$ cat config.mk
export PLATFORM = sky130hd
export DESIGN_NAME = pwm_timer_bank
export DESIGN_NICKNAME = d
export VERILOG_FILES = /design/src/rtl/pwm_bank_pkg.sv /design/src/rtl/pwm_prescaler.sv /design/src/rtl/pwm_channel.sv /design/src/rtl/pwm_timer_bank.sv
export SDC_FILE = /design/constraint.sdc
export NUM_CORES = 1
export LEC_CHECK = 0
export BUFFER_PORTS_ARGS = -buffer_cell sky130_fd_sc_hd__buf_4
export CORE_UTILIZATION = 35
export CTS_BUF_LIST = sky130_fd_sc_hd__clkbuf_4
export DETAILED_ROUTE_END_ITERATION = 8
export PLACE_DENSITY = 0.57
export RECOVER_POWER = 50
export SETUP_SLACK_MARGIN = 0.1
export SYNTH_ARGS = -nofsm -noshare
export SYNTH_HDL_FRONTEND = slang
export SYNTH_SLANG_ARGS = --single-unit
export TNS_END_PERCENT = 20
$ cat constraint.sdc
create_clock -name clk -period 4.39 [get_ports clk]
set_input_delay 0.2195 -clock clk [delete_from_list [all_inputs] [get_ports clk]]
set_output_delay 0.2195 -clock clk [all_outputs]
set_load 0.005 [all_outputs]
$ cat src/rtl/pwm_bank_pkg.sv
package pwm_bank_pkg;

    localparam int FLD_START = 0;
    localparam int FLD_UPD   = 1;
    localparam int FLD_INV   = 2;
    localparam int FLD_AUTO  = 3;

    typedef struct packed {
        logic auto_rl;
        logic inv;
        logic upd;
        logic start;
    } chan_ctrl_t;

    // Bit position of a timer's field in the shared control register
    function automatic int field_base(input int t);
        return (t == 0) ? 0 : 4 * t + 4;
    endfunction

endpackage

$ cat src/rtl/pwm_prescaler.sv
module pwm_prescaler #(
    parameter int W = 8
) (
    input  logic         clk,
    input  logic         rst_n,
    input  logic [W-1:0] div_i,
    output logic         tick_o
);
    logic [W-1:0] cnt_d, cnt_q;

    assign tick_o = (cnt_q >= div_i);

    always_comb begin
        cnt_d = cnt_q + W'(1);
        if (tick_o) cnt_d = '0;
    end

    always_ff @(posedge clk or negedge rst_n) begin
        if (!rst_n) cnt_q <= '0;
        else        cnt_q <= cnt_d;
    end

    // with a divide value above zero, ticks never come back to back
    a_r5_tick_spacing: assert property (@(posedge clk) disable iff (!rst_n)
        (tick_o && div_i != '0) |=> (!tick_o || div_i != $past(div_i)));

endmodule

$ cat src/rtl/pwm_channel.sv
module pwm_channel
    import pwm_bank_pkg::*;
#(
    parameter int CNT_W = 16,
    parameter int SEL_W = 2
) (
    input  logic             clk,
    input  logic             rst_n,
    input  logic             pre_tick_i,
    input  logic [SEL_W-1:0] sel_i,
    input  chan_ctrl_t       ctl_i,
    input  logic [CNT_W-1:0] cnt_buf_i,
    input  logic [CNT_W-1:0] cmp_buf_i,
    output logic [CNT_W-1:0] cnt_o,
    output logic             level_o
);
    localparam int DIV_W = 1 << SEL_W;

    typedef struct packed {
        logic [CNT_W-1:0] cnt;
        logic [CNT_W-1:0] cmp;
        logic             hit;
        logic [DIV_W-1:0] div;
    } chan_state_t;

    chan_state_t st_d, st_q;

    logic [DIV_W:0]   mask_w;
    logic [DIV_W-1:0] mask;
    logic             tick;
    logic [CNT_W-1:0] dec;
    logic             raw;

    always_comb begin
        mask_w = ((DIV_W + 1)'(2) << sel_i) - (DIV_W + 1)'(1);
        mask   = mask_w[DIV_W-1:0];
        tick   = pre_tick_i && ((st_q.div & mask) == mask);
        dec    = st_q.cnt - CNT_W'(1);
        st_d   = st_q;
        if (ctl_i.upd) begin
            st_d.cnt = cnt_buf_i;
            st_d.cmp = cmp_buf_i;
            st_d.hit = 1'b0;
            st_d.div = '0;
        end else if (ctl_i.start) begin
            if (pre_tick_i) st_d.div = st_q.div + DIV_W'(1);
            if (tick) begin
                if (st_q.cnt == '0) begin
                    if (ctl_i.auto_rl) begin
                        st_d.cnt = cnt_buf_i;
                        st_d.cmp = cmp_buf_i;
                        st_d.hit = 1'b0;
                    end
                end else begin
                    st_d.cnt = dec;
                    if (dec == st_q.cmp) st_d.hit = 1'b1;
                end
            end
        end
    end

    always_ff @(posedge clk or negedge rst_n) begin
        if (!rst_n) st_q <= '0;
        else        st_q <= st_d;
    end

    assign raw     = st_q.hit && (st_q.cnt != '0);
    assign level_o = raw ^ ctl_i.inv;
    assign cnt_o   = st_q.cnt;

    // an update loads the buffered count and clears the output level
    a_r4_manual_load: assert property (@(posedge clk) disable iff (!rst_n)
        ctl_i.upd |=> (st_q.cnt == $past(cnt_buf_i)) && !raw);

    // a stopped timer holds its count
    a_r6_hold_stopped: assert property (@(posedge clk) disable iff (!rst_n)
        (!ctl_i.start && !ctl_i.upd) |=> $stable(st_q.cnt));

    // away from zero and updates, the count never rises
    a_r8_never_up: assert property (@(posedge clk) disable iff (!rst_n)
        (!ctl_i.upd && st_q.cnt != '0) |=> (st_q.cnt <= $past(st_q.cnt)));

    // without auto-reload, zero is terminal
    a_r9_one_shot: assert property (@(posedge clk) disable iff (!rst_n)
        (!ctl_i.upd && !ctl_i.auto_rl && st_q.cnt == '0) |=> (st_q.cnt == '0));

endmodule

$ cat src/rtl/pwm_timer_bank.sv
module pwm_timer_bank
    import pwm_bank_pkg::*;
#(
    parameter int NUM_TIMERS = 5,
    parameter int NUM_PINS   = 4,
    parameter int CNT_W      = 16,
    parameter int PRE_W      = 8,
    parameter int SEL_W      = 2,
    parameter int SPLIT      = 2,
    parameter int ADDR_W     = 5,
    parameter int DATA_W     = 32
) (
    input  logic                clk,
    input  logic                rst_n,
    input  logic                wr_en,
    input  logic [ADDR_W-1:0]   wr_addr,
    input  logic [DATA_W-1:0]   wr_data,
    input  logic [ADDR_W-1:0]   rd_addr,
    output logic [DATA_W-1:0]   rd_data,
    output logic [NUM_PINS-1:0] pwm_out
);
    localparam int CTRL_W = 4 * NUM_TIMERS + 4;
    localparam int A_PRE  = 0;
    localparam int A_SEL  = 1;
    localparam int A_CTRL = 2;
    localparam int A_CNTB = 4;
    localparam int A_CMPB = A_CNTB + NUM_TIMERS;
    localparam int A_LIVE = 16;
    localparam logic [CTRL_W-1:0] CTRL_MASK = ~{{(CTRL_W - 8){1'b0}}, 8'hF0};

    typedef struct packed {
        logic [1:0][PRE_W-1:0]             pre;
        logic [NUM_TIMERS*SEL_W-1:0]       sel;
        logic [CTRL_W-1:0]                 ctrl;
        logic [NUM_TIMERS-1:0][CNT_W-1:0]  cntb;
        logic [NUM_TIMERS-1:0][CNT_W-1:0]  cmpb;
    } regs_t;

    regs_t r_d, r_q;

    logic [1:0]                       pre_tick;
    logic [NUM_TIMERS-1:0][CNT_W-1:0] live;
    logic [NUM_TIMERS-1:0]            level;

    always_comb begin
        r_d = r_q;
        if (wr_en) begin
            if (wr_addr == ADDR_W'(A_PRE))  r_d.pre  = wr_data[2*PRE_W-1:0];
            if (wr_addr == ADDR_W'(A_SEL))  r_d.sel  = wr_data[NUM_TIMERS*SEL_W-1:0];
            if (wr_addr == ADDR_W'(A_CTRL)) r_d.ctrl = wr_data[CTRL_W-1:0] & CTRL_MASK;
            for (int t = 0; t < NUM_TIMERS; t++) begin
                if (wr_addr == ADDR_W'(A_CNTB + t)) r_d.cntb[t] = wr_data[CNT_W-1:0];
                if (wr_addr == ADDR_W'(A_CMPB + t)) r_d.cmpb[t] = wr_data[CNT_W-1:0];
            end
        end
    end

    always_ff @(posedge clk or negedge rst_n) begin
        if (!rst_n) r_q <= '0;
        else        r_q <= r_d;
    end

    always_comb begin
        rd_data = '0;
        if (rd_addr == ADDR_W'(A_PRE))  rd_data = DATA_W'(r_q.pre);
        if (rd_addr == ADDR_W'(A_SEL))  rd_data = DATA_W'(r_q.sel);
        if (rd_addr == ADDR_W'(A_CTRL)) rd_data = DATA_W'(r_q.ctrl);
        for (int t = 0; t < NUM_TIMERS; t++) begin
            if (rd_addr == ADDR_W'(A_CNTB + t)) rd_data = DATA_W'(r_q.cntb[t]);
            if (rd_addr == ADDR_W'(A_CMPB + t)) rd_data = DATA_W'(r_q.cmpb[t]);
            if (rd_addr == ADDR_W'(A_LIVE + t)) rd_data = DATA_W'(live[t]);
        end
    end

    for (genvar p = 0; p < 2; p++) begin : g_pre
        pwm_prescaler #(.W(PRE_W)) u_pre (
            .clk    (clk),
            .rst_n  (rst_n),
            .div_i  (r_q.pre[p]),
            .tick_o (pre_tick[p])
        );
    end

    for (genvar t = 0; t < NUM_TIMERS; t++) begin : g_chan
        localparam int FB = field_base(t);
        localparam int PS = (t < SPLIT) ? 0 : 1;
        chan_ctrl_t ctl;
        assign ctl.start   = r_q.ctrl[FB + FLD_START];
        assign ctl.upd     = r_q.ctrl[FB + FLD_UPD];
        assign ctl.inv     = r_q.ctrl[FB + FLD_INV];
        assign ctl.auto_rl = r_q.ctrl[FB + FLD_AUTO];

        pwm_channel #(.CNT_W(CNT_W), .SEL_W(SEL_W)) u_chan (
            .clk        (clk),
            .rst_n      (rst_n),
            .pre_tick_i (pre_tick[PS]),
            .sel_i      (r_q.sel[t*SEL_W +: SEL_W]),
            .ctl_i      (ctl),
            .cnt_buf_i  (r_q.cntb[t]),
            .cmp_buf_i  (r_q.cmpb[t]),
            .cnt_o      (live[t]),
            .level_o    (level[t])
        );
    end

    assign pwm_out = level[NUM_PINS-1:0];

    // the gap between timer 0's field and timer 1's field reads zero
    a_r2_gap_zero: assert property (@(posedge clk) disable iff (!rst_n)
        (rd_addr == ADDR_W'(A_CTRL)) |-> (rd_data[7:4] == 4'b0));

endmodule

==> flow_summary.json, run 1 <==
{
  "core_sq_um": 63100,
  "syn_avg_cell_area_sq_um": 9.90,
  "synth_top_family_by_area": "compound AO/OA/AOI/OAI gates",
  "gr-total-overflow": 0,
  "netlist_instances": 2262,
  "yosys.area_share.simple": 0.149,
  "final_hold_viol_count": 0,
  "die_area_sq_um": 65000,
  "firstDrtPassIters": 7,
  "grt_pass1_vias": 18666,
  "ys_top_cells_by_count": "dfrtp_1, mux2_2, nor2_1, a21oi_1, o21ai_0",
  "initial_core_util": 0.355,
  "dp.cells": 3046,
  "remaining_drc_errors": 0,
  "final_max_slew_viol_count": 81,
  "synthAdderAreaFrac": 0.0184,
  "cts_tree": "yes",
  "status": "finished, violations left",
  "cts_resized": 0,
  "synth_compound_area_frac": 0.164,
  "cts_root_buf": "clkbuf_4",
  "synth_edf_count": 0,
  "clk_pin_slew_ns": 0.06,
  "via_per_inst": 5.87,
  "total_leakage_power_nw": 10.9,
  "arrival_ns": 4.37,
  "row_count": 92,
  "area_delta_synth_final_pct": 13.1,
  "cts.sinks": 390,
  "clk_latency_ns": 0.89,
  "grt_max_degree": 115,
  "antenna_found_initial": 4,
  "async_flop_share": 1.00,
  "grt.total_usage": 0.248,
  "antenna_left": 0,
  "drive_above_1_share": 0.243,
  "setup_violations": 0,
  "critPathCaptureType": "asynchronous set/reset pin",
  "yosys_warnings": 0,
  "synth_xor_area_frac": 0.0491,
  "power_density_nw_per_um2": 570,
  "synthFlopType": "dfrtp_1",
  "whs_ns": 0.117,
  "clock_skew_ns": 0.0657,
  "ios": 81,
  "ys_seq_area_frac": 0.436,
  "hp-class": "input port to flop",
  "tns_ns": 0,
  "postRouteWirelength_um": 80100,
  "htreeDepth": 3,
  "synth_area_leader_cell": "dfrtp_1",
  "die_y_um": 255,
  "final_cells": 3278,
  "synthMuxAreaShare": 0.140,
  "synth_cell_types": 82,
  "io_buffers": 64,
  "grt_pass1_wl_um": 120000,
  "die_w_um": 255,
  "yosysMostFrequentCell": "dfrtp_1",
  "ir_drop_v": 0.000254,
  "via_count": 19252,
  "clock_path_buffers": 3,
  "wire_per_inst_um": 24.4,
  "rsz0062_at_grt": "false",
  "crit_fanout": 83,
  "period_needed_ns": 3.51,
  "synth_area_sq_um": 22400,
  "drt_iter0_markers": 2046,
  "worstSetupPathType": "input port to asynchronous set/reset pin",
  "ys_top_cells_by_area": "dfrtp_1, mux2_2, a21oi_1",
  "violations": "capacitance limit, slew limit",
  "tightest_slew_ns": 2.38,
  "yosysTopAreaCellShare": 0.436,
  "fmax_ghz": 0.285,
  "hpwlAfterDp_um": 56800,
  "period_share": 0.800,
  "maxCapViolations": 1,
  "critPathLaunchType": "input port",
  "place_congestion": 0.952,
  "numCtsBuffers": 108,
  "nets": 2423,
  "synth-seq-cells": 390,
  "maxSlewHeadroom": -0.587,
  "required_ns": 5.25
}
-- final timing paths --
path	from	endpoint	slack, ns	cells after the start
min reg2reg	g_chan[4].ctl[2]	g_chan[4].ctl[2]	0.51	1
min	wr_data[21]	g_chan[4].ctl[1]	0.12	3
max	rst_n	g_chan[3].u_chan.cnt_o[10]	0.88	4
min in group asynchronous	rst_n	r_q[56]	1.19	3
max in group clk	g_chan[1].u_chan.cnt_o[7]	pwm_out[1]	0.88	6
max reg2reg	g_pre[1].u_pre.cnt_q[5]	g_chan[3].u_chan.cnt_o[15]	0.95	10
-- cells in the final DEF, fill, tap and decap left out, drive strengths merged, types with 12 or more instances in the layout --
cell type,netlist,routed
dfrtp,390,390
mux2,271,271
nor2,196,196
clkbuf,129,171
a21oi,152,152
o21ai,139,139
nand2,104,104
buf,48,103
xnor2,78,78
nor3,73,73
nand3,67,67
inv,53,56
xor2,45,45
dlygate4sd3,0,35
o22ai,34,34
ha,33,33
nor4,29,29
o22a,27,27
and3,26,26
a31oi,23,23
clkinv,0,23
a22oi,22,22
a221oi,22,22
nor2b,21,21
nand2b,21,21
nand4,18,18
nor3b,16,16
and2,14,14
a211oi,13,13
a41oi,13,13
o211ai,12,12
-- cell type report --
cell class | count | area (sq um)
clock inverter | 29 | 174
inverter | 53 | 199
timing repair buffer | 143 | 1180
clock buffer | 166 | 1250
fill | 6309 | 37800
tap | 846 | 1060
sequential | 390 | 9760
antenna | 2 | 5.00
multi-input combinational | 1649 | 11700
-- metrics by stage --
step / util / cell area, sq um / power (mW) / setup WS (ns)
floorplan: - / 22400 / 9.27 / 1.73
global placement: 0.374 / 23600 / 10.7 / 0.892
detailed placement: 0.374 / 23600 / 10.9 / 0.966
CTS: 0.402 / 25300 / 14.4 / 0.821
global route: 0.401 / 25300 / 15.3 / 0.367
finish: 0.401 / 25300 / 14.4 / 0.878
-- per-layer routing --
metal / track usage / up-vias / part of all wire
li1: - / 8506 / -
met1: 0.342 / 9716 / 0.44
met2: 0.382 / 876 / 0.45
met3: 0.0396 / 154 / 0.073
met4: 0.116 / 0 / 0.041
met5: 0 / - / 0
-- kinds of logic after synthesis --
kind of cell | after synthesis
simple gates | 647
compound gates | 558
flops | 390
mux | 279
buf+inv | 230
xor+xnor | 124
fa+ha+maj | 33
other cells | 1
-- critical path, stage by stage --
cell and delay (ns):
dlygate4sd3_1 0.53, dlygate4sd3_1 0.55, clkbuf_2 1.65, dlygate4sd3_1 1.38
-- power breakdown --
group | internal (mW) | switching [mW]
Combinational | 2.19 | 2.37
Clock | 1.83 | 1.63
Sequential | 4.64 | 1.75
-- registers in the layout (all words and copies together), names as in the netlist --
name                 cells
g_chan.ctl              20
g_chan.u_chan.cnt_o     80
g_chan.u_chan.st_q      88
g_pre.u_pre.cnt_q       16
r_q                    186
-- repair_timing --
action / 4_1_cts / 5_1_grt
hold endpoints to repair: 338 / 0
buffers inserted: 0 / 0
endpoints found under the setup margin: 0 / 0
hold buffers: 35 / 0
No activity file was read; power rests on OpenSTA's default activity.
==> run 2, diff against run 1 <==
clock period = 3.67 ns   (was 4.39 ns; I/O delays follow)
==> run 2 against run 1 <==
The run still ends with capacitance limit, slew limit left. Clock skew increased by 0.011 ns. Hold slack got worse by 0.047 ns. Via count rose by 1.3%. Combinational power grew 23%. Final area is 0.61% higher. Critical path type is now flop to primary output.
==> flow_summary.json, run 2 (synthesized netlist as in run 1, its figures left out) <==
{
  "status": "finished, violations left",
  "violations": "capacitance limit, slew limit",
  "cts_root_buf": "clkbuf_4",
  "area_delta_synth_final_pct": 13.8,
  "drt_iter0_markers": 2152,
  "arrival_ns": 3.21,
  "critPathCaptureType": "primary output",
  "final_max_slew_viol_count": 373,
  "layout_common_cells": "dfrtp_1, mux2_2, nor2_1",
  "grt_pass1_vias": 18706,
  "fill_cells": 6300,
  "maxCapViolations": 6,
  "dp.cells": 3081,
  "clk_pin_slew_ns": 0.07,
  "clock_skew_ns": 0.0767,
  "firstDrtPassIters": 7,
  "die_w_um": 255,
  "setup_violations": 0,
  "htreeDepth": 3,
  "final_cells": 3315,
  "total_leakage_power_nw": 10.9,
  "fmax_ghz": 0.294,
  "numCtsBuffers": 108,
  "period_share": 0.925,
  "hp-class": "input port to flop",
  "via_per_inst": 5.88,
  "max_flop_register": "r_q",
  "ios": 81,
  "wire_per_inst_um": 24.6,
  "tightest_slew_ns": 2.23,
  "drive_above_1_share": 0.247,
  "row_count": 92,
  "grt_pass1_wl_um": 122000,
  "largest_register_ffs": 186,
  "worstSetupPathType": "flop to primary output",
  "tns_ns": 0,
  "antenna_found_initial": 3,
  "cts_tree": "yes",
  "remaining_drc_errors": 0,
  "hpwlAfterDp_um": 58400,
  "ir_drop_v": 0.000260,
  "cts.sinks": 390,
  "clk_latency_ns": 0.94,
  "final_common_cell": "dfrtp_1",
  "period_needed_ns": 3.40,
  "clock_path_buffers": 3,
  "critPathLaunchType": "flop",
  "final_hold_viol_count": 0,
  "grt.total_usage": 0.254,
  "maxSlewHeadroom": -0.486,
  "die_area_sq_um": 65000,
  "gr-total-overflow": 0,
  "initial_core_util": 0.355,
  "post_cts_buffers": 0,
  "via_count": 19494,
  "rsz0062_at_grt": "true",
  "io_buffers": 64,
  "core_sq_um": 63100,
  "die_y_um": 255,
  "crit_fanout": 11,
  "final_util": 0.404,
  "antenna_left": 0,
  "grt_max_degree": 84,
  "postRouteWirelength_um": 81700,
  "required_ns": 3.49,
  "power_density_nw_per_um2": 676,
  "place_congestion": 0.996,
  "nets": 2459
}
## run 2: cell count changes in the layout (fill, tap and decap cells not counted), sizes merged
cell	previous run	this run
buf	103	130
clkinv	23	42
clkbuf	171	162
clkinvlp	1	2
inv	56	55
## run 2: repair_timing
| action | CTS | global route |
|---|---|---|
| setup endpoints to repair | 0 | 2 |
| hold buffers | 36 | 0 |
| endpoints found under the hold margin | 568 | 0 |
| gates resized for setup | 0 | 1 |
## run 2: routing by layer
layer | routed length, um | global-route usage | vias up
li1 | - | - | 8576
met1 | 35200 | 0.349 | 9833
met2 | 36300 | 0.383 | 891
met3 | 6220 | 0.0422 | 194
met4 | 3970 | 0.131 | 0
met5 | 0 | 0 | -
## run 2: final cells by class
cell class | instances | area, sq um | share of cell area
diodes | 2 | 5.00 | 0.000197
clock buffers | 148 | 1110 | 0.0436
clock inverters | 48 | 255 | 0.0100
inverters | 53 | 199 | 0.00781
multi-input cells | 1649 | 11700 | 0.459
flip-flops and latches | 390 | 9760 | 0.383
well taps | 846 | 1060 | 0.0416
repair buffers | 179 | 1380 | 0.0543
## run 2: where the power goes
part	internal (mW)	leakage, nW	switching [mW]
Combinational	2.65	5.16	2.94
Clock	2.01	0.805	2.00
Sequential	5.55	4.98	2.05
Total	10.2	10.9	6.99
## run 2: path summary, 6_finish.rpt
check | from | end | slack, ns | depth (start not counted)
min in group asynchronous | rst_n | g_chan[0].u_chan.st_q[0] | 1.04 | 3
min reg2reg | g_chan[3].u_chan.st_q[4] | g_chan[3].u_chan.st_q[4] | 0.50 | 1
max | g_chan[2].ctl[1] | rd_data[13] | 0.27 | 5
max reg2reg | g_chan[3].u_chan.cnt_o[0] | g_chan[3].u_chan.st_q[4] | 0.35 | 9
max in group asynchronous | rst_n | g_chan[1].ctl[1] | 0.68 | 3
min | wr_data[17] | g_chan[3].ctl[1] | 0.07 | 3
## run 2: critical path, cell delays in order, from the launching register on
cell	delay, ns
dfrtp_1	0.54
a221oi_1	0.85
o211ai_1	0.19
o211ai_1	0.36
a21oi_1	0.21
buf_4	0.19
## run 2: per-stage QoR
| step | hold WS [ns] | power (mW) | instance area, sq um | worst slack (ns) |
|---|---|---|---|---|
| finish | 0.0698 | 17.2 | 25500 | 0.274 |
| floorplan | -0.112 | 11.1 | 22400 | 1.01 |
| CTS | 0.00260 | 17.2 | 25600 | 0.185 |
| detailed placement | 0.272 | 13.1 | 23800 | 0.402 |
| global route | 0.0559 | 18.3 | 25500 | 0.0930 |
| global placement | 0.272 | 12.9 | 23800 | 0.442 |
==> run 3, diff against run 2 <==
GPL_TIMING_DRIVEN = 1   (was default)
RECOVER_POWER = 100   (was 50)
==> run 3 against run 2 <==
The flow still finishes with violations (capacitance limit, slew limit). Clock skew is 0.017 ns lower. Critical path depth is 1 higher. Sequential cell count stayed put. Power is 0.46% lower. Non-clock buffer count stayed put. Fmax is 1.7% lower. Count of clock-buffer cells in the layout stayed put. Register-to-register slack worse by 0.07 ns. Setup slack worse by 0.057 ns. Critical endpoint is now pwm_out[1]. Largest power group unchanged.
==> flow_summary.json, run 3 (synthesized netlist as in run 1, its figures left out) <==
{
  "status": "finished, violations left",
  "violations": "capacitance limit, slew limit",
  "via_count": 19574,
  "hpwlAfterDp_um": 58400,
  "r2r_slack_ns": 0.28,
  "tightest_slew_ns": 2.25,
  "layout_common_cells": "dfrtp_1, mux2_2, nor2_1",
  "drt_iter0_markers": 2059,
  "period_needed_ns": 3.45,
  "largest_register_ffs": 186,
  "postRouteWirelength_um": 81600,
  "tns_ns": 0,
  "required_ns": 3.49,
  "cts.sinks": 390,
  "whs_ns": 0.0754,
  "maxCapViolations": 6,
  "p_total_mw": 17.1,
  "wire_per_inst_um": 24.6,
  "total_leakage_power_nw": 10.8,
  "grt.total_usage": 0.254,
  "setup_violations": 0,
  "die_area_sq_um": 65000,
  "worstSetupPathType": "flop to primary output",
  "cts_tree": "yes",
  "io_buffers": 64,
  "post-place-ws_ns": 0.402,
  "critPathLaunchType": "flop",
  "cts_root_buf": "clkbuf_4",
  "rsz0062_at_grt": "true",
  "numCtsBuffers": 108,
  "hp-class": "input port to flop",
  "clock_skew_ns": 0.0594,
  "nets": 2459,
  "area_delta_synth_final_pct": 13.1,
  "critPathCaptureType": "primary output",
  "via_per_inst": 5.90,
  "htreeDepth": 3,
  "ir_drop_v": 0.000259,
  "ios": 81,
  "initial_core_util": 0.355,
  "die_w_um": 255,
  "die_y_um": 255,
  "final_hold_viol_count": 0,
  "arrival_ns": 3.27,
  "grt_pass1_vias": 18706,
  "crit_fanout": 9,
  "clock_path_buffers": 3,
  "clk_latency_ns": 0.92,
  "final_common_cell": "dfrtp_1",
  "clk_pin_slew_ns": 0.06,
  "gr-total-overflow": 0,
  "core_sq_um": 63100,
  "grt_pass1_wl_um": 122000,
  "max_flop_register": "r_q",
  "firstDrtPassIters": 7,
  "power_density_nw_per_um2": 677,
  "place_congestion": 0.996,
  "maxSlewHeadroom": -0.501,
  "remaining_drc_errors": 0,
  "row_count": 92,
  "grt_max_degree": 84,
  "antenna_left": 0,
  "final_max_slew_viol_count": 373,
  "fmax_ghz": 0.290,
  "period_share": 0.941,
  "antenna_found_initial": 3,
  "fin_ws_ns": 0.217,
  "final_util": 0.401,
  "drive_above_1_share": 0.235
}
run 3: critical path, stage by stage, from the launching register on:
cell      delay [ns]
dfrtp_1         0.50
or4_1           0.56
nor3_1          0.47
nand3_1         0.27
nand2_1         0.17
xnor2_1         0.20
clkbuf_4        0.21
run 3: worst paths after layout:
check	start	to	cells after the start
max	g_chan[1].u_chan.cnt_o[8]	pwm_out[1]	6
min reg2reg	g_chan[3].u_chan.st_q[4]	g_chan[3].u_chan.st_q[4]	1
max reg2reg	g_chan[1].u_chan.cnt_o[8]	g_chan[1].u_chan.st_q[8]	6
min in group asynchronous	rst_n	g_chan[0].u_chan.st_q[2]	3
max in group asynchronous	rst_n	g_chan[1].ctl[1]	3
min	wr_data[17]	g_chan[3].ctl[1]	3
run 3: cell type report:
type                       instances  area (sq um)
tap                              846          1060
inverter                          53           199
clock inverter                    48           255
fill                            6335         37800
sequential                       390          9760
antenna                            3          7.51
timing repair buffer             179          1290
clock buffer                     148          1110
multi-input combinational       1649         11600
run 3: metal layers:
| metal | share of wire | vias to the layer above | wire, um | global-route usage |
|---|---|---|---|---|
| met2 | 0.44 | 891 | 36100 | 0.383 |
| met5 | 0 | - | 0 | 0 |
| li1 | - | 8580 | - | - |
| met1 | 0.43 | 9897 | 35200 | 0.349 |
| met4 | 0.048 | 0 | 3920 | 0.131 |
| met3 | 0.078 | 206 | 6330 | 0.0422 |
run 3: timing repair:
item | 4_1_cts | 5_1_grt
hold buffers | 36 | 0
endpoints found under the hold margin | 568 | 0
setup buffers | 0 | 0
endpoints found under the setup margin | 0 | 2
gates resized for setup | 0 | 1
run 3: power breakdown:
group / internal (mW) / switching [mW] / leakage (nW)
clock network: 2.01 / 2.00 / 0.805
logic: 2.60 / 2.93 / 5.05
registers: 5.55 / 2.03 / 4.98
total: 10.2 / 6.96 / 10.8
run 3: stage by stage:
| stage | cells | instance area (sq um) |
|---|---|---|
| floorplan | 2269 | 22400 |
| global placement | 3081 | 23800 |
| detailed placement | 3081 | 23800 |
| CTS | 3313 | 25600 |
| global route | 3314 | 25300 |
| finish | 3316 | 25300 |
